===== src/rtl/evt_bank_pkg.sv =====
package evt_bank_pkg;
  localparam int unsigned REG_W    = 32;
  localparam int unsigned ADDR_W   = 8;
  localparam int unsigned SEL_W    = 7;
  localparam int unsigned FRZ_BIT  = 31;
  localparam int unsigned IEN_BIT  = 30;
  localparam int unsigned CFRZ_BIT = 29;
  localparam int unsigned CE_BIT   = 26;
  localparam int unsigned SEL_LSB  = 16;
  localparam logic [ADDR_W-1:0] GLB_OFS   = 8'h40;
  localparam logic [3:0]        SLOT_BASE = 4'h5;  // addr[7:4] of slot 0

  typedef enum logic [1:0] {
    SUB_CTLA = 2'd0,
    SUB_CTLB = 2'd1,
    SUB_LO   = 2'd2,
    SUB_HI   = 2'd3
  } sub_e;

  typedef struct packed {
    logic             frz;
    logic             ce;
    logic [SEL_W-1:0] sel;
  } loc_ctl_t;
endpackage


===== src/rtl/evt_bank_dec.sv =====
module evt_bank_dec
  import evt_bank_pkg::*;
#(
  parameter int unsigned NUM_CNT = 11
) (
  input  logic              clk_i,
  input  logic              rst_ni,
  input  logic [ADDR_W-1:0] addr_i,
  output logic              glb_hit_o,
  output logic [NUM_CNT-1:0] slot_hit_o,
  output sub_e              sub_o
);
  logic [3:0] idx;
  logic       zone;

  assign idx       = addr_i[7:4] - SLOT_BASE;
  assign zone      = (addr_i[7:4] >= SLOT_BASE) && (addr_i[1:0] == 2'b00);
  assign sub_o     = sub_e'(addr_i[3:2]);
  assign glb_hit_o = (addr_i == GLB_OFS);

  for (genvar n = 0; n < NUM_CNT; n++) begin : g_hit
    // high word exists only for the wide cycle slot
    assign slot_hit_o[n] = zone && (idx == 4'(n)) && ((sub_o != SUB_HI) || (n == 0));
  end

  p_onehot_hit_r9: assert property (@(posedge clk_i) disable iff (!rst_ni)
    $onehot0({glb_hit_o, slot_hit_o}));
  p_hi_only_slot0_r9: assert property (@(posedge clk_i) disable iff (!rst_ni)
    (sub_o == SUB_HI) |-> (slot_hit_o[NUM_CNT-1:1] == '0));
endmodule


===== src/rtl/evt_bank_glb.sv =====
module evt_bank_glb
  import evt_bank_pkg::*;
(
  input  logic             clk_i,
  input  logic             rst_ni,
  input  logic             wr_i,
  input  logic [REG_W-1:0] wdata_i,
  input  logic             cond_any_i,
  output logic [REG_W-1:0] ctl_o,
  output logic             irq_o,
  output logic             frz_all_o
);
  logic fac_q, ien_q, cfrz_q;

  assign irq_o     = ien_q & cfrz_q & cond_any_i;
  assign frz_all_o = fac_q | irq_o;  // stop in the cycle the condition appears

  always_ff @(posedge clk_i or negedge rst_ni) begin
    if (!rst_ni) begin
      fac_q  <= 1'b1;
      ien_q  <= 1'b0;
      cfrz_q <= 1'b0;
    end else begin
      if (wr_i) begin
        ien_q  <= wdata_i[IEN_BIT];
        cfrz_q <= wdata_i[CFRZ_BIT];
      end
      if (irq_o)     fac_q <= 1'b1;
      else if (wr_i) fac_q <= wdata_i[FRZ_BIT];
    end
  end

  always_comb begin
    ctl_o           = '0;
    ctl_o[FRZ_BIT]  = fac_q;
    ctl_o[IEN_BIT]  = ien_q;
    ctl_o[CFRZ_BIT] = cfrz_q;
  end

  p_irq_sets_fac_r7: assert property (@(posedge clk_i) disable iff (!rst_ni)
    irq_o |=> fac_q);
  p_irq_gated_r6: assert property (@(posedge clk_i) disable iff (!rst_ni)
    irq_o |-> (ctl_o[IEN_BIT] && ctl_o[CFRZ_BIT]));
endmodule


===== src/rtl/evt_slot.sv =====
module evt_slot
  import evt_bank_pkg::*;
#(
  parameter int unsigned CW    = 32,
  parameter bit          CYCLE = 1'b0,
  parameter int unsigned EVT_W = 128
) (
  input  logic             clk_i,
  input  logic             rst_ni,
  input  logic             frz_all_i,
  input  logic [EVT_W-1:0] evt_i,
  input  logic             hit_i,
  input  sub_e             sub_i,
  input  logic             wr_en_i,
  input  logic [REG_W-1:0] wdata_i,
  output logic [REG_W-1:0] ctla_o,
  output logic [REG_W-1:0] ctlb_o,
  output logic [REG_W-1:0] lo_o,
  output logic [REG_W-1:0] hi_o,
  output logic             cond_o
);
  localparam int unsigned EVT_N = 1 << SEL_W;

  loc_ctl_t         ctl_q;
  logic [REG_W-1:0] ctlb_q;
  logic [CW-1:0]    cnt_q, cnt_d;
  logic [EVT_N-1:0] evt_pad;
  logic             wr_a, wr_b, wr_lo, wr_any, ev_hit, inc;

  assign wr_a  = wr_en_i & hit_i & (sub_i == SUB_CTLA);
  assign wr_b  = wr_en_i & hit_i & (sub_i == SUB_CTLB);
  assign wr_lo = wr_en_i & hit_i & (sub_i == SUB_LO);

  always_comb begin
    evt_pad            = '0;
    evt_pad[EVT_W-1:0] = evt_i;
  end

  assign ev_hit = CYCLE ? 1'b1 : evt_pad[ctl_q.sel];
  assign inc    = !frz_all_i && !ctl_q.frz && ev_hit;

  if (CW > REG_W) begin : g_wide
    logic wr_hi;
    assign wr_hi  = wr_en_i & hit_i & (sub_i == SUB_HI);
    assign wr_any = wr_lo | wr_hi;
    always_comb begin
      cnt_d = cnt_q;
      if (wr_lo) cnt_d[REG_W-1:0]  = wdata_i;
      if (wr_hi) cnt_d[CW-1:REG_W] = wdata_i[CW-REG_W-1:0];
      if (!wr_any && inc) cnt_d = cnt_q + CW'(1);
    end
    assign lo_o = cnt_q[REG_W-1:0];
    assign hi_o = REG_W'(cnt_q[CW-1:REG_W]);
  end else begin : g_narrow
    assign wr_any = wr_lo;
    always_comb begin
      if (wr_lo) cnt_d = CW'(wdata_i);
      else       cnt_d = cnt_q + CW'(inc);
    end
    assign lo_o = REG_W'(cnt_q);
    assign hi_o = '0;
  end

  always_ff @(posedge clk_i or negedge rst_ni) begin
    if (!rst_ni) begin
      ctl_q  <= '{frz: 1'b1, ce: 1'b0, sel: '0};
      ctlb_q <= '0;
      cnt_q  <= '0;
    end else begin
      if (wr_a) ctl_q <= '{frz: wdata_i[FRZ_BIT], ce: wdata_i[CE_BIT],
                           sel: wdata_i[SEL_LSB +: SEL_W]};
      if (wr_b) ctlb_q <= wdata_i;
      cnt_q <= cnt_d;
    end
  end

  always_comb begin
    ctla_o                      = '0;
    ctla_o[FRZ_BIT]             = ctl_q.frz;
    ctla_o[CE_BIT]              = ctl_q.ce;
    ctla_o[SEL_LSB +: SEL_W]    = ctl_q.sel;
  end
  assign ctlb_o = ctlb_q;
  assign cond_o = ctl_q.ce & cnt_q[CW-1];

  p_hold_frozen_r5: assert property (@(posedge clk_i) disable iff (!rst_ni)
    ((frz_all_i || ctla_o[FRZ_BIT]) && !wr_any) |=> $stable(cnt_q));
  p_write_wins_r8: assert property (@(posedge clk_i) disable iff (!rst_ni)
    wr_lo |=> (lo_o == $past(wdata_i)));
  p_step_one_r3: assert property (@(posedge clk_i) disable iff (!rst_ni)
    !wr_any |=> ((cnt_q == $past(cnt_q)) || (cnt_q == $past(cnt_q) + CW'(1))));
  if (CYCLE) begin : g_cyc_chk
    p_cycle_steps_r4: assert property (@(posedge clk_i) disable iff (!rst_ni)
      (!frz_all_i && !ctla_o[FRZ_BIT] && !wr_any) |=> (cnt_q == $past(cnt_q) + CW'(1)));
  end
endmodule


===== src/rtl/evt_counter_bank.sv =====
module evt_counter_bank
  import evt_bank_pkg::*;
#(
  parameter int unsigned NUM_CNT = 11,
  parameter int unsigned CNT_W   = 32,
  parameter int unsigned CYC_W   = 64,
  parameter int unsigned EVT_W   = 128
) (
  input  logic              clk_i,
  input  logic              rst_ni,
  input  logic [7:0]        addr_i,
  input  logic              wr_en_i,
  input  logic [31:0]       wdata_i,
  output logic [31:0]       rdata_o,
  input  logic [EVT_W-1:0]  evt_i,
  output logic              irq_o
);
  logic               glb_hit, frz_all;
  logic [NUM_CNT-1:0] slot_hit, cond;
  sub_e               sub;
  logic [REG_W-1:0]   glb_ctl;
  logic [REG_W-1:0]   ctla_w [NUM_CNT];
  logic [REG_W-1:0]   ctlb_w [NUM_CNT];
  logic [REG_W-1:0]   lo_w   [NUM_CNT];
  logic [REG_W-1:0]   hi_w   [NUM_CNT];

  evt_bank_dec #(.NUM_CNT(NUM_CNT)) u_dec (
    .clk_i      (clk_i),
    .rst_ni     (rst_ni),
    .addr_i     (addr_i),
    .glb_hit_o  (glb_hit),
    .slot_hit_o (slot_hit),
    .sub_o      (sub)
  );

  evt_bank_glb u_glb (
    .clk_i      (clk_i),
    .rst_ni     (rst_ni),
    .wr_i       (wr_en_i & glb_hit),
    .wdata_i    (wdata_i),
    .cond_any_i (|cond),
    .ctl_o      (glb_ctl),
    .irq_o      (irq_o),
    .frz_all_o  (frz_all)
  );

  for (genvar n = 0; n < NUM_CNT; n++) begin : g_slot
    localparam bit          IS_CYC = (n == 0);
    localparam int unsigned W      = IS_CYC ? CYC_W : CNT_W;
    evt_slot #(.CW(W), .CYCLE(IS_CYC), .EVT_W(EVT_W)) u_slot (
      .clk_i     (clk_i),
      .rst_ni    (rst_ni),
      .frz_all_i (frz_all),
      .evt_i     (evt_i),
      .hit_i     (slot_hit[n]),
      .sub_i     (sub),
      .wr_en_i   (wr_en_i),
      .wdata_i   (wdata_i),
      .ctla_o    (ctla_w[n]),
      .ctlb_o    (ctlb_w[n]),
      .lo_o      (lo_w[n]),
      .hi_o      (hi_w[n]),
      .cond_o    (cond[n])
    );
  end

  always_comb begin
    rdata_o = '0;
    if (glb_hit) rdata_o = glb_ctl;
    for (int n = 0; n < NUM_CNT; n++) begin
      if (slot_hit[n]) begin
        case (sub)
          SUB_CTLA: rdata_o = ctla_w[n];
          SUB_CTLB: rdata_o = ctlb_w[n];
          SUB_LO:   rdata_o = lo_w[n];
          default:  rdata_o = hi_w[n];
        endcase
      end
    end
  end

  p_unmapped_zero_r9: assert property (@(posedge clk_i) disable iff (!rst_ni)
    (!glb_hit && (slot_hit == '0)) |-> (rdata_o == '0));
  p_irq_no_cond_r6: assert property (@(posedge clk_i) disable iff (!rst_ni)
    (cond == '0) |-> !irq_o);
endmodule


===== config.mk =====
export PLATFORM = sky130hd
export DESIGN_NAME = evt_counter_bank
export DESIGN_NICKNAME = d
export VERILOG_FILES = /design/src/rtl/evt_bank_pkg.sv /design/src/rtl/evt_bank_dec.sv /design/src/rtl/evt_bank_glb.sv /design/src/rtl/evt_slot.sv /design/src/rtl/evt_counter_bank.sv
export SDC_FILE = /design/constraint.sdc
export NUM_CORES = 2
export LEC_CHECK = 0
export BUFFER_PORTS_ARGS = -buffer_cell sky130_fd_sc_hd__buf_2
export CORE_ASPECT_RATIO = 0.6
export CORE_MARGIN = 10
export CORE_UTILIZATION = 40
export CTS_BUF_LIST = sky130_fd_sc_hd__clkbuf_4
export DETAILED_ROUTE_END_ITERATION = 8
export GPL_TIMING_DRIVEN = 0
export PLACE_DENSITY = 0.57
export SLEW_MARGIN = 30
export SYNTH_ARGS = -nofsm -noshare
export SYNTH_HDL_FRONTEND = slang
export SYNTH_SLANG_ARGS = --single-unit

===== constraint.sdc =====
create_clock -name clk_i -period 3.45 [get_ports clk_i]
set_input_delay 0.69 -clock clk_i [delete_from_list [all_inputs] [get_ports clk_i]]
set_output_delay 0.69 -clock clk_i [all_outputs]
set_load 0.02 [all_outputs]

* Yosys cells after proc, flatten, opt, wreduce, memory -nomap -nowiden *
Index checks and enable logic that the tools add are counted.
Widths: inputs -> output; s select.

operators by class
  add/sub/neg operators = 12
  $lt $le $gt $ge = 11
  equality and inequality tests = 15
  mux-type cells = 58
  bitwise gates (word level) = 61
  reduce and logical (&&, ||, !) cells = 64

operators by type and width
  kind                   count
  $pmux 32 s3            11
  $mux 32                24
  $add 32x1->32          10
  $lt 7x8->1 const B     10
  $bmux 1 s7             10
  $add 64x1->64 const B  1
  $mux 64                1
  $and 1x1->1            59
  $logic_and 1x1->1      44
  $eq 4x3->1 const B     4
  $logic_not 1->1        13
  $eq 4x4->1 const B     3
  $mux 1                 12
  $reduce_or 11->1       1
  $eq 4x2->1 const B     2
  $eq 8x7->1 const B     1
  $reduce_bool 2->1      3
  $eq 2x2->1 const B     2
  $eq 4x1->1 const B     1
  $ge 4x3->1 const B     1
  $logic_not 2->1        2
  $logic_not 4->1        1
  $sub 4x3->4 const B    1
  $eq 2x1->1 const B     1
  2 further kinds        3

storage, ports and cells
  flip-flop bits (word level) = 838
  input bits = 171
  output and inout bits = 33
  word-level logic and storage cells = 280

* Depth between registers and ports, before layout *
  depth in word-level cells = 14
  gate-level depth with buffers = 18

* By module *
A second synthesis with hierarchy kept.

unflattened totals
  cells, all modules = 6385
  area total of the unflattened synthesis = 67255.8 um2

modules (own cells, without submodules)
  module                             instances  cells each  area each (um2)
  evt_slot at g_slot[10].u_slot ...  9          448         4852.2
  evt_counter_bank                   1          1228        12517.0
  evt_slot at g_slot[0].u_slot       1          606         5749.3
  evt_slot at g_slot[9].u_slot       1          455         4809.6
  evt_bank_glb                       1          43          371.6
  evt_bank_dec                       1          21          138.9

* Worst setup path after synthesis *
Ideal clock, no wire load.

  path type = reg2reg
  start = reg g_slot[4].u_slot.ctl_q, in the netlist g_slot[4].u_slot.ctla_o[17]
  end = reg g_slot[4].u_slot.cnt_q[30]
  setup time = 0.077 ns
  arrival time = 3.525 ns
  data required time = 3.373 ns
  slack = -0.152 ns
  stages on the path, launching flop included = 19
  period minus slack after synthesis = 3.602 ns
  cells stage by stage = dfrtp_1 clkbuf_1 buf_2 buf_1 mux4_2 nand3_1 nand4b_1 a21oi_1 o21ai_0 and4_1 ha_1 ha_1 and3_1 clkbuf_1 nand4_1 nor4_1 nand4_1 xor2_1 a21oi_1

between the ends
  word-level cells in the longest chain between the ends = 5

ends and longest elaborated chain
  what                            RTL line        source
  start: declaration              evt_slot.sv:24  loc_ctl_t ctl_q;
  start signal: assignment        evt_slot.sv:66  ctl_q <= '{frz: 1'b1, ce: 1'b0, sel: '0};
  start signal: assignment        evt_slot.sv:70  if (wr_a) ctl_q <= '{frz: wdata_i[FRZ_BIT], ce: wdata_i[CE_BIT],
  $bmux 1 s7                      evt_slot.sv:39  assign ev_hit = CYCLE ? 1'b1 : evt_pad[ctl_q.sel];
  $mux 1 (implied by the code)    evt_slot.sv:39
  $logic_and 1x1->1               evt_slot.sv:40  assign inc = !frz_all_i && !ctl_q.frz && ev_hit;
  $add 32x1->32                   evt_slot.sv:58  else cnt_d = cnt_q + CW'(inc);
  $mux 32                         evt_slot.sv:57  if (wr_lo) cnt_d = CW'(wdata_i);
  via g_slot[4].u_slot.cnt_d[30]  evt_slot.sv:26  logic [CW-1:0] cnt_q, cnt_d;
  end signal: assignment          evt_slot.sv:73  cnt_q <= cnt_d;
  end: declaration                evt_slot.sv:26

The timed path passes the listed nets, and every way through them passes these cells. The select of a mux whose other input is x is not followed.
A chain may end at the register's enable or synchronous reset.

* Final worst setup path *
  start = in addr_i[3]
  end = out rdata_o[19]

between the ends
  word-level cells in the longest chain between the ends = 13
  elaborated cells between the ends (all ways) = 36
  those cells by class = 3 x eq/ne; 22 x mux; 11 x reduce/logical

ends and longest elaborated chain
  what                                      RTL line                source
  start: declaration                        evt_counter_bank.sv:11  input logic [7:0] addr_i,
  $eq 2x2->1, or another cell as far along  evt_counter_bank.sv:72  case (sub)
  $pmux 32 s3                               evt_counter_bank.sv:72
  $mux 32 (10 in series)                    evt_counter_bank.sv:71  if (slot_hit[n]) begin
  $mux 32 *                                 evt_counter_bank.sv:71
  end: declaration                          evt_counter_bank.sv:14  output logic [31:0] rdata_o,

Mark *: on every way between the ends. The rest lies on a longest branch, timed or not.

==> metrics <==
status=complete, but fails checks; commonest non-fill, non-tap cell in the layout=dfrtp_1; Synth area leader=dfrtp_1; All-Layer GR Usage=0.413; CTS Root Cell=clkbuf_4; Peak supply drop=0.266 mV; CTS buffer count=a little over 200; worst-path fanout max=10; GRT overflow=0; clock slew seen by the registers of the worst setup and hold paths=around 80 ps; worst r2r src=g_slot[8].u_slot.lo_o[31]$_DFF_PN0_; Flop pwr share=0.432; Rows=around 110; RSZ-0062 raised after global routing=true; synthesis-to-finish area growth=27.3%; Worst R2R Path Depth=15; Setup crit end kind=output port; Setup WS pre-CTS=-2230 ps; core region area=around 140000 um2; Yosys reg bits=838; Slew @ Worst Pin=1190 ps; Slew headroom=0.208; Hold Violations, Final=0; Clk pwr share=0.320; Crit path arrival time=between 3000 and 4000 ps; Yosys cell types=89; Synth top area share=0.372; CTS Buffer Depth=3; setup violators final=267; leakage power=0.0293 uW; TritonCTS clock tree=done; cells after synthesis=5400; drt via density=about 7.1; Post-DP HPWL=248 mm; fin nets=~6300; CTS Sinks=about 840; P per Cell Area=just over 400 nW/um2; antenna-violating nets left=0; clock skew=around 86 ps; WS Path Type=in2out; Max Clk Rate=about 240 MHz; Int Pwr=about 18000 uW; register area share after synthesis=0.378; share of cells above drive strength 1=0.407; total nets after synthesis=between 5000 and 6000; minimum clock period=just over 4000 ps; r2r setup slk=-520 ps; DRC errors left=0; failing checks=negative setup slack; initial antenna violation count=64; post-route clock period utilization=1.20; Mean Syn Cell Area=10.3 um2; Async SR Flop Fraction=1.00; Netlist Area Pre-Place=between 50000 and 60000 um2; Max Cap Viol=0; Fin Setup TNS=-65560 ps; final slew viol count=0; die area=~150000 um2; number of buffers added on ports=177; Starting Density=0.405; die height=roughly 310 um; EDFF count, synth=0; Placed Cells incl. Taps=7414; commonest cells after routing, fill and taps aside=766 x dfrtp_1, 496 x mux2_2, 481 x nor2_1; DIE WIDTH=between 500 and 600 um; largest net degree at the start of global routing=about 110; Gate power share=0.248; warnings from Yosys=0; initial drt markers=slightly above 10000; Switching Fraction=0.369; first-pass GRT wire length=445 mm; non-filler instance count after layout=8155; H-Tree Depth=4; top cells by area, synth=dfrtp_1 37%, mux4_2 11%, mux2_2 10%; drt wl/cell=a little over 40 um; P_sw=between 10000 and 15000 uW; Worst setup SP type=primary input; Hold Path Class=in2async; Most used DFF post-synth=dfrtp_1; via count=about 58000; I/O pins=between 200 and 250; post-route worst setup slack=-679 ps; Hold Slack=approximately 70 ps; final WL=about 330 mm; vias in the first global route=between 50000 and 60000; placer congestion estimate=between 1 and 1.5; TritonRoute pass-1 iters=7; R2R Path End=g_slot[1].u_slot.lo_o[31]$_DFF_PN0_; worst skew pair latency=about 1200 ps; WP data required=approximately 2800 ps
## kinds of logic (layout without fill, tap and decap cells)
logic type | Yosys count | in the layout | synth area share
and+or+nand+nor | 1477 | 1477 | 0.130
other | 0 | 71 | 0
buffers and inverters | 526 | 1391 | 0.0381
AOI/OAI and AO/OA | 1210 | 1210 | 0.144
xor gates and xnor gates | 329 | 329 | 0.0519
DFF | 838 | 838 | 0.378
adders and majority gates | 21 | 21 | 0.00473
muxes | 999 | 999 | 0.253
## critical path, cell delays in order
cell	delay, ps
buf_4	150
buf_8	240
buf_6	260
buf_8	270
buf_4	310
nor2_1	110
a21oi_2	260
o22ai_2	130
a2111oi_2	360
buf_4	260
o21ai_2	140
buf_6	200
## metal layers
metal / vias up / routed length, um / global-route usage
li1: 22200 / - / -
met1: 29700 / 134000 / 0.560
met2: 5399 / 119000 / 0.490
met3: 842 / 67700 / 0.296
met4: 45 / 12400 / 0.145
met5: - / 1040 / 0.0316
## registers in the layout, summed over array words and instances (netlist names)
register              flops
u_glb.fac_q               1
g_slot.u_slot.ctla_o     99
u_glb.cfrz_q              1
g_slot.u_slot.lo_o      320
u_glb.ien_q               1
g_slot.u_slot.cnt_q      64
g_slot.u_slot.ctlb_o    352
## how the worst max path moves through the flow
stage                                            start                                      to  cells after the start
6_report                                     addr_i[3]                             rdata_o[19]                     12
5_1_grt        g_slot[3].u_slot.ctla_o[16]$_DFFE_PN0P_                             rdata_o[16]                      9
4_1_cts        g_slot[3].u_slot.ctla_o[16]$_DFFE_PN0P_                             rdata_o[16]                      9
3_5_place_dp                                 addr_i[3]                             rdata_o[17]                     11
3_3_place_gp                                    rst_ni  g_slot[0].u_slot.cnt_q[10]$_DFFE_PN0P_                      1
2_1_floorplan      g_slot[8].u_slot.lo_o[31]$_DFF_PN0_     g_slot[4].u_slot.lo_o[30]$_DFF_PN0_                     14
## metrics by stage
stage / instance area (um2) / total power, uW / util
floorplan: 55600 / 14800 / -
global placement: 58700 / 17500 / 0.428
detailed placement: 59300 / 17700 / 0.432
CTS: 68800 / 27800 / 0.501
global route: 70600 / 29300 / 0.514
finish: 70700 / 28700 / 0.515
## repair_timing
action	CTS	global route
buffers inserted	209	106
pin swaps	315	214
hold buffers	32	0
endpoints found under the setup margin	353	279
resized for setup	1267	271
gates cloned	3	1
hold endpoints to repair	378	0
## power groups by stage
stage	Sequential, uW	Combinational, uW	Clock [uW]
4_1_cts	12200	6470	9080
6_report	12400	7120	9170
2_1_floorplan	11700	3100	0
3_5_place_dp	12400	5330	0
5_1_grt	12400	7290	9630
3_3_place_gp	12300	5190	0
## cell usage after synthesis, types with 11 or more instances
master	n
nor3_1	92
nand4_1	109
nor4_1	37
and4_1	39
dfstp_2	12
o22ai_1	102
mux2i_1	210
or3_1	11
nand2b_1	13
and2_1	21
clkbuf_1	277
nor2b_1	32
mux2_2	514
buf_2	91
a2111oi_0	33
a21oi_1	449
a211oi_1	34
nand3_1	178
nand3b_1	12
o21ai_0	88
xor2_1	185
xnor2_1	144
o211ai_1	22
a22oi_1	210
o32ai_1	18
ha_1	21
buf_1	113
inv_1	37
nor2_1	548
a221o_1	24
dfrtp_1	826
a311oi_1	16
mux4_2	274
and3_1	72
nand2_1	252
a221oi_1	110
a22o_1	24
## cell type report
cell class | instances | area, um2
Fill cell | 12400 | 66600
Multi-Input combinational cell | 4036 | 36400
Sequential cell | 838 | 21100
Timing Repair Buffer | 529 | 4550
Buffer | 468 | 3440
Clock buffer | 316 | 2370
Tap cell | 1819 | 2280
Clock inverter | 39 | 263
Antenna cell | 71 | 178
Inverter | 39 | 151
Note: power is estimated with default switching activity, not from simulation.
